[config.mk]
export PLATFORM = sky130hd
export DESIGN_NAME = bitrate_gen
export DESIGN_NICKNAME = d
export VERILOG_FILES = /design/src/rtl/bitrate_pkg.sv /design/src/rtl/bitrate_dp.sv /design/src/rtl/bitrate_ctrl.sv /design/src/rtl/bitrate_gen.sv
export SDC_FILE = /design/constraint.sdc
export NUM_CORES = 1
export LEC_CHECK = 0
export ABC_CLOCK_PERIOD_IN_PS = 3600
export BUFFER_PORTS_ARGS = -buffer_cell sky130_fd_sc_hd__buf_2
export CAP_MARGIN = 10
export CORE_UTILIZATION = 55
export CTS_CLUSTER_DIAMETER = 50
export DETAILED_ROUTE_END_ITERATION = 16
export PLACE_DENSITY = 0.78
export SYNTH_ARGS = -nofsm -noshare
export SYNTH_HDL_FRONTEND = slang
export SYNTH_SLANG_ARGS = --single-unit
[constraint.sdc]
create_clock -name clk -period 3.6 [get_ports clk]
set_clock_uncertainty 0.15 [all_clocks]
set_input_delay 0.36 -clock clk [delete_from_list [all_inputs] [get_ports clk]]
set_output_delay 0.36 -clock clk [all_outputs]
set_load 0.01 [all_outputs]
[src/rtl/bitrate_pkg.sv]
package bitrate_pkg;

  typedef enum logic [1:0] {
    MODE_SLOW = 2'b00,
    MODE_FAST = 2'b01,
    MODE_SYNC = 2'b10
  } rateMode_e;

  // strobes from control to the divide datapath
  typedef struct packed {
    logic capture;   // take a new divisor and reload from it
    logic restart;   // reload the down-counter from the held divisor
  } dpCtrl_t;

  function automatic rateMode_e decodeMode(input logic syncBit, input logic fastBit);
    if (syncBit)      return MODE_SYNC;
    else if (fastBit) return MODE_FAST;
    else              return MODE_SLOW;
  endfunction

endpackage

[src/rtl/bitrate_dp.sv]
module bitrate_dp
  import bitrate_pkg::*;
#(
  parameter int DIV_W = 8
) (
  input  logic             clk,
  input  logic             rstN,
  input  dpCtrl_t          dpCtrl,
  input  logic [DIV_W-1:0] divisorIn,
  output logic             divTick
);

  logic [DIV_W-1:0] divReg;
  logic [DIV_W-1:0] divCnt;
  logic             atZero;

  assign atZero  = (divCnt == '0);
  assign divTick = atZero;

  always_ff @(posedge clk) begin
    if (!rstN) begin
      divReg <= '0;
      divCnt <= '0;
    end else if (dpCtrl.capture) begin
      divReg <= divisorIn;
      divCnt <= divisorIn;
    end else if (dpCtrl.restart || atZero) begin
      divCnt <= divReg;
    end else begin
      divCnt <= divCnt - 1'b1;
    end
  end

  // a load puts the new value straight into the counter
  assert_load_reloads_R7: assert property (@(posedge clk) disable iff (!rstN)
    dpCtrl.capture |=> (divCnt == $past(divisorIn)));

  // count reaches zero, then reloads from the held divisor
  assert_zero_reload_R2: assert property (@(posedge clk) disable iff (!rstN)
    (atZero && !dpCtrl.capture) |=> (divCnt == divReg));

endmodule

[src/rtl/bitrate_ctrl.sv]
module bitrate_ctrl
  import bitrate_pkg::*;
#(
  parameter int SYNC_MULT = 4,
  parameter int FAST_MULT = 16,
  parameter int SLOW_MULT = 64,
  parameter int OVS       = 16
) (
  input  logic    clk,
  input  logic    rstN,
  input  logic    syncSel,
  input  logic    fastSel,
  input  logic    divisorLoad,
  input  logic    divTick,
  output dpCtrl_t dpCtrl,
  output logic    bitTick,
  output logic    sampleTick
);

  localparam int PRE_W     = $clog2(SLOW_MULT);
  localparam int FAST_SDIV = FAST_MULT / OVS;
  localparam int SLOW_SDIV = SLOW_MULT / OVS;
  localparam int SMP_W     = $clog2(SLOW_SDIV + 1);

  localparam logic [PRE_W-1:0] SYNC_LAST = PRE_W'(SYNC_MULT - 1);
  localparam logic [PRE_W-1:0] FAST_LAST = PRE_W'(FAST_MULT - 1);
  localparam logic [PRE_W-1:0] SLOW_LAST = PRE_W'(SLOW_MULT - 1);
  localparam logic [SMP_W-1:0] FAST_SLAST = SMP_W'(FAST_SDIV - 1);
  localparam logic [SMP_W-1:0] SLOW_SLAST = SMP_W'(SLOW_SDIV - 1);

  logic [1:0]       selNow;
  logic [1:0]       selQ;
  logic             selChg;
  logic             restart;
  rateMode_e        modeNow;
  rateMode_e        modeQ;
  logic [PRE_W-1:0] preCnt;
  logic [PRE_W-1:0] preLast;
  logic [PRE_W-1:0] preLastQ;
  logic [SMP_W-1:0] smpCnt;
  logic [SMP_W-1:0] smpLast;
  logic             preWrap;
  logic             smpWrap;
  logic             stageFire;

  assign selNow    = {syncSel, fastSel};
  assign selChg    = (selNow != selQ);
  assign restart   = divisorLoad || selChg;
  assign modeNow   = decodeMode(syncSel, fastSel);
  assign modeQ     = decodeMode(selQ[1], selQ[0]);
  assign stageFire = divTick && !restart;

  assign dpCtrl.capture = divisorLoad;
  assign dpCtrl.restart = restart;

  always_comb begin
    unique case (modeNow)
      MODE_SYNC: begin preLast = SYNC_LAST; smpLast = '0;         end
      MODE_FAST: begin preLast = FAST_LAST; smpLast = FAST_SLAST; end
      default:   begin preLast = SLOW_LAST; smpLast = SLOW_SLAST; end
    endcase
  end

  always_comb begin
    unique case (modeQ)
      MODE_SYNC: preLastQ = SYNC_LAST;
      MODE_FAST: preLastQ = FAST_LAST;
      default:   preLastQ = SLOW_LAST;
    endcase
  end

  assign preWrap = (preCnt == preLast);
  assign smpWrap = (smpCnt == smpLast);

  always_ff @(posedge clk) begin
    if (!rstN) begin
      selQ       <= 2'b00;
      preCnt     <= '0;
      smpCnt     <= '0;
      bitTick    <= 1'b0;
      sampleTick <= 1'b0;
    end else begin
      selQ <= selNow;
      if (restart) begin
        preCnt     <= '0;
        smpCnt     <= '0;
        bitTick    <= 1'b0;
        sampleTick <= 1'b0;
      end else if (stageFire) begin
        preCnt     <= preWrap ? '0 : preCnt + 1'b1;
        smpCnt     <= smpWrap ? '0 : smpCnt + 1'b1;
        bitTick    <= preWrap;
        sampleTick <= (modeNow != MODE_SYNC) && smpWrap;
      end else begin
        bitTick    <= 1'b0;
        sampleTick <= 1'b0;
      end
    end
  end

  // bit tick lasts exactly one clock
  assert_bit_single_R9: assert property (@(posedge clk) disable iff (!rstN)
    bitTick |=> !bitTick);

  // nothing comes out of the cycle after a restart
  assert_restart_quiet_R10: assert property (@(posedge clk) disable iff (!rstN)
    restart |=> (!bitTick && !sampleTick));

  // synchronous mode never oversamples
  assert_sync_nosample_R3: assert property (@(posedge clk) disable iff (!rstN)
    sampleTick |-> !$past(syncSel));

  // in async mode every bit tick is also a sample tick
  assert_bit_on_sample_R6: assert property (@(posedge clk) disable iff (!rstN)
    (bitTick && !sampleTick) |-> $past(syncSel));

  // prescale count stays inside the ratio of the mode it counts for
  assert_pre_range_R5: assert property (@(posedge clk) disable iff (!rstN)
    preCnt <= preLastQ);

endmodule

[src/rtl/bitrate_gen.sv]
module bitrate_gen
  import bitrate_pkg::*;
#(
  parameter int DIV_W     = 8,
  parameter int SYNC_MULT = 4,
  parameter int FAST_MULT = 16,
  parameter int SLOW_MULT = 64,
  parameter int OVS       = 16
) (
  input  logic             clk,
  input  logic             rstN,
  input  logic [DIV_W-1:0] divisorIn,
  input  logic             divisorLoad,
  input  logic             syncSel,
  input  logic             fastSel,
  output logic             bitTick,
  output logic             sampleTick
);

  dpCtrl_t dpCtrl;
  logic    divTick;

  bitrate_ctrl #(
    .SYNC_MULT(SYNC_MULT),
    .FAST_MULT(FAST_MULT),
    .SLOW_MULT(SLOW_MULT),
    .OVS      (OVS)
  ) u_ctrl (
    .clk        (clk),
    .rstN       (rstN),
    .syncSel    (syncSel),
    .fastSel    (fastSel),
    .divisorLoad(divisorLoad),
    .divTick    (divTick),
    .dpCtrl     (dpCtrl),
    .bitTick    (bitTick),
    .sampleTick (sampleTick)
  );

  bitrate_dp #(
    .DIV_W(DIV_W)
  ) u_dp (
    .clk      (clk),
    .rstN     (rstN),
    .dpCtrl   (dpCtrl),
    .divisorIn(divisorIn),
    .divTick  (divTick)
  );

endmodule

# Word level (Yosys, flattened, before mapping)
# Index checks and enable logic that the tools add are counted.
totals:
  wordCells: 35
  out_inout_bits: 2
  input_bits: 13
  register_bits: 29
op_classes:
  n_mux: 8
  add_sub_neg: 3
  n_reduce_logical: 9
  eq_ne: 6
  n_bitwise: 2
op_table:
  columns: ["op", "count"]
  rows:
  - ["8-bit 2-to-1 mux", 2]
  - ["6-bit case mux with 2 select lines", 1]
  - ["8-bit logical NOT", 1]
  - ["8-bit by 1-bit subtractor with 8-bit output (second input constant)", 1]
  - ["6-bit by 1-bit adder with 6-bit output (second input constant)", 1]
  - ["6-bit == test", 1]
  - ["6-bit 2-to-1 mux", 1]
  - ["2-bit 2-to-1 mux", 2]
  - ["2-bit OR reduction", 2]
  - ["3-bit by 1-bit adder with 3-bit output (second input constant)", 1]
  - ["3-bit by 2-bit == test with 1-bit output", 1]
  - ["3-bit 2-to-1 mux", 1]
  - ["3-bit OR reduction", 1]
  - ["2-bit by 1-bit == test with 1-bit output (second input constant)", 1]
  - ["2-bit == test (second input constant)", 1]
  - ["1-bit logical AND", 2]
  - ["1-bit logical OR", 2]
  - ["2-bit != test", 1]
  - ["2-bit != test (second input constant)", 1]
  - ["1-bit inverter", 2]
  - ["1-bit logical NOT", 1]
  - ["1-bit 2-to-1 mux", 1]

# Longest topological paths before layout
depth:
  ltp_word: 7
  depth_mapped: 8
  ltp_nobuf: 7

# Modules after synthesis
# From an unflattened synthesis, not the netlist that was laid out.
hier_totals:
  hier_cells: 175
  hier_area_um2: 1561.5
modules_own_cells:
  columns: ["module", "area_per_inst_um2", "seq_area_each_um2", "n_inst", "cells_per_inst"]
  rows:
  - ["bitrate_dp", 867.1, 320.3, 1, 95]
  - ["bitrate_ctrl", 694.4, 260.2, 1, 80]

# Least setup slack after synthesis
# OpenSTA, ideal clock, no wires.
synth_timing:
  kind: "reg-to-reg"
  startpoint: "register u_dp.divCnt[0]"
  endpoint: "register u_ctrl.preCnt[5]"
  t_arrival_ns: 1.745
  period_less_slack_ns: 1.961
  setup_ns: 0.067
  t_required_ns: 3.383
  slack_ns: 1.639
  stages_incl_launch_ff: 8
  n_path_buf: 0
  cell_sequence: "dfxtp_1 -> inv_1 -> ha_1 -> nor3b_4 -> nor3b_4 -> nand3_4 -> or4_4 -> a21oi_2"
synth_via:
  elab_chain_cells: 2
synth_lines:
  columns: ["item", "line_no", "source"]
  rows:
  - ["start: declaration", "bitrate_dp.sv:14", "logic [DIV_W-1:0] divCnt;"]
  - ["start signal: assignment", "bitrate_dp.sv:26", "divCnt <= divisorIn;"]
  - ["start signal: assignment", "bitrate_dp.sv:28", "divCnt <= divReg;"]
  - ["start signal: assignment", "bitrate_dp.sv:30", "divCnt <= divCnt - 1'b1;"]
  - ["8-bit logical NOT", "bitrate_dp.sv:17", "assign atZero = (divCnt == '0);"]
  - ["1-bit logical AND", "bitrate_ctrl.sv:51", "assign stageFire = divTick && !restart;"]
  - ["end signal: assignment", "bitrate_ctrl.sv:90", "preCnt <= preWrap ? '0 : preCnt + 1'b1;"]
  - ["end: declaration", "bitrate_ctrl.sv:37", "logic [PRE_W-1:0] preCnt;"]
# No other way between the ends.
# A chain may end at the register's enable or synchronous reset.

# Worst setup path after layout
# Ends and elaborated chain as after synthesis.

==> run metrics <==
top post-synthesis cells by count dfxtp_1, a21oi_1, nor2_1, nand2_1, nand3_1; Top Family by Delay on Critical Path simple AND/OR/NAND/NOR gates; Die H approximately 52 um; Layout Cells excl Fill 198; hold buffers post-CTS 0; Finish-stage setup viols 0; fin. max-slew vios 0; CP dominant cell by count nor3b_4; final period utilization 0.596; core region area approximately 0.0023 mm2; Critical Path Source Type register; Via Count ~1,100; yosys warns 0; most common cell in the synthesized netlist dfxtp_1; Worst Path Buf+Inv 1; Seq cells post-synth 29; Clk Latency, worst-skew pair approximately 0.33 ns; leading post-synthesis cells by cell area dfxtp_1, a21oi_1, nor2_1; Num CTS Buffers 5; leak pwr approximately 0.00057 uW; final setup TNS 0 ns; Final Util 0.654; routability cong. roughly 0.83; status finished, final reports clean; Clock Pin Slew Worst Setup and Hold Paths about 0.090 ns; Synth Flop Type dfxtp_1; ys async rst share 0; area grow syn2layout 9.38%; Relative slew margins 0.663; # placed instances 190; top cell type's share of synthesized area 0.426; Core Rows 17; Post-Synth XOR/XNOR Area 0.0515; die area roughly 0.0027 mm2; Clock Sinks 29; GR peak layer met2; WL per Instance ~14 um; main combinational cell family by area after synthesis simple AND/OR/NAND/NOR gates; Placement Setup Slack between 1 and 1.5 ns; Critical Path End Type register; area leader, netlist dfxtp_1; final antenna-violating net count 0; Worst Path Arrival ~2.3 ns; CTS resizes 0; met1 Use GR 0.297; Distinct cells, synth 40; Longest Clk Path Bufs 2; gr usage total 0.249; CTS tree yes; Setup WS post-layout about 1.5 ns; Max-cap violations 0; placed inst area between 0.001 and 0.0015 mm2; routed vias/inst just under 6; CP Cell Sequence inv_1 > ha_1 > nor3b_4 > nor3b_4 > nand3_4 > or4_4 > a21oi_2; GRT met3 Usage 0.0877; Post-synth EDFFs 0; routed wire length about 2700 um; Clock Tree Root clkbuf_4; Final Hold Violating Endpoints 0; Setup Fix Bufs, Post-CTS 0; Port Buffers 14; Global Route met2 Usage 0.398; HP Class input port to register; Max Freq roughly 0.47 GHz; Max stage delay on crit path around 0.45 ns; Overflow after GRT 0; critical path type register to register; VDD IR max roughly 0.34 mV; Cell Pwr Density 426 mW/mm2; CP required approximately 3.7 ns; CP max stage cell or4_4; # diodes 0; simple-gate share of the synthesized area 0.263; Starting Density 0.598; Synth Area in Compound Gates 0.162; vias in the first global route 1,104; register area between 500 and 600 um2; mux cell area share after synthesis 0.0368; DRC viols 0; io pins 15; 1st-pass router iterations 4; Starting DRT DRC Count 19; largest net degree at the start of global routing 18; Mapped Area between 0.001 and 0.0015 mm2; detailed placer's ending HPWL 1990 um; syn_nets 170; die width just over 50 um; fill count 179; crit-path max FO 7; Cells after Synth 154; RSZ-0062 raised after global routing false; first-pass GRT wire length 4760 um; area of the multi-input gates between 700 and 800 um2; ratio of cells with drive above 1 in the final layout 0.165; Seq/Total Area, Yosys 0.426; Syn Area/Cell approximately 9 um2; H-tree Lvls 2; Layout Nets between 150 and 200; Final Critical Period between 2 and 2.5 ns; adder-cell share of the synthesized area 0.0276; worst slew pin tran between 0.5 and 0.6 ns; final instance area between 0.001 and 0.0015 mm2; initial antenna violation count 0
[worst paths after layout]
kind | start | to | slack, ns | cells after the start
max | u_dp.divCnt[0] | u_ctrl.preCnt[5] | 1.46 | 7
min | fastSel | u_ctrl.selQ[0] | 0.15 | 2
min reg2reg | u_dp.divReg[1] | u_dp.divReg[1] | 0.32 | 2
max reg2reg | u_dp.divCnt[0] | u_ctrl.preCnt[5] | 1.46 | 7
[flip-flops by register name, summed over array words and instances, names as in the netlist]
register / count
u_dp.divCnt: 8
u_ctrl.smpCnt: 3
u_ctrl.sampleTick: 1
u_ctrl.selQ: 2
u_dp.divReg: 8
u_ctrl.preCnt: 6
u_ctrl.bitTick: 1
[placed cells by master, fill, tap and decap left out, types with 2 or more instances in the layout]
master | netlist | final
and3_1 | 3 | 3
buf_2 | 0 | 14
nand3_1 | 7 | 7
ha_1 | 3 | 3
o32ai_1 | 2 | 2
xnor2_1 | 3 | 3
nand4_1 | 4 | 4
clkbuf_4 | 0 | 5
o31ai_1 | 3 | 3
nor3_1 | 5 | 5
mux2i_1 | 5 | 5
nand2_1 | 13 | 13
o21ai_0 | 5 | 5
xor2_1 | 5 | 5
a21oi_1 | 16 | 16
inv_1 | 4 | 4
a31oi_1 | 2 | 2
nor3b_4 | 2 | 2
nor2_1 | 14 | 14
nor4_1 | 2 | 2
and2_1 | 4 | 4
dfxtp_1 | 29 | 29
clkbuf_1 | 4 | 3
[per-layer routing]
metal / part of all wire / up-vias
met2: 0.46 / 13
li1: - / 587
met1: 0.48 / 537
met5: 0 / -
met4: 0.019 / 0
met3: 0.035 / 8
[where the power goes]
| part | switching [uW] | internal, uW |
|---|---|---|
| clock | 106 | 77.7 |
| combinational | 59.1 | 43.9 |
| sequential | 12.9 | 335 |
[metrics by stage]
step / hold WS [ns] / total power (uW)
floorplan: 0.287 / 435
global placement: 0.299 / 453
detailed placement: 0.305 / 457
CTS: 0.136 / 640
global route: 0.144 / 669
finish: 0.150 / 634
[logic make-up (layout without fill, tap and decap cells)]
| family | Yosys count | count (layout) |
|---|---|---|
| compound gates | 36 | 36 |
| mux | 5 | 5 |
| fa+ha+maj | 3 | 3 |
| buf+inv | 11 | 27 |
| simple gates | 62 | 62 |
| flops | 29 | 29 |
| xor+xnor | 8 | 8 |
[cell type report]
class                      instances  area share
tap                               28      0.0235
multi-input combinational        114       0.494
inverter                           5      0.0126
clock buffer                       8      0.0328
sequential                        29       0.390
timing repair buffer              14      0.0471
Power figures use the tool's default switching activity.
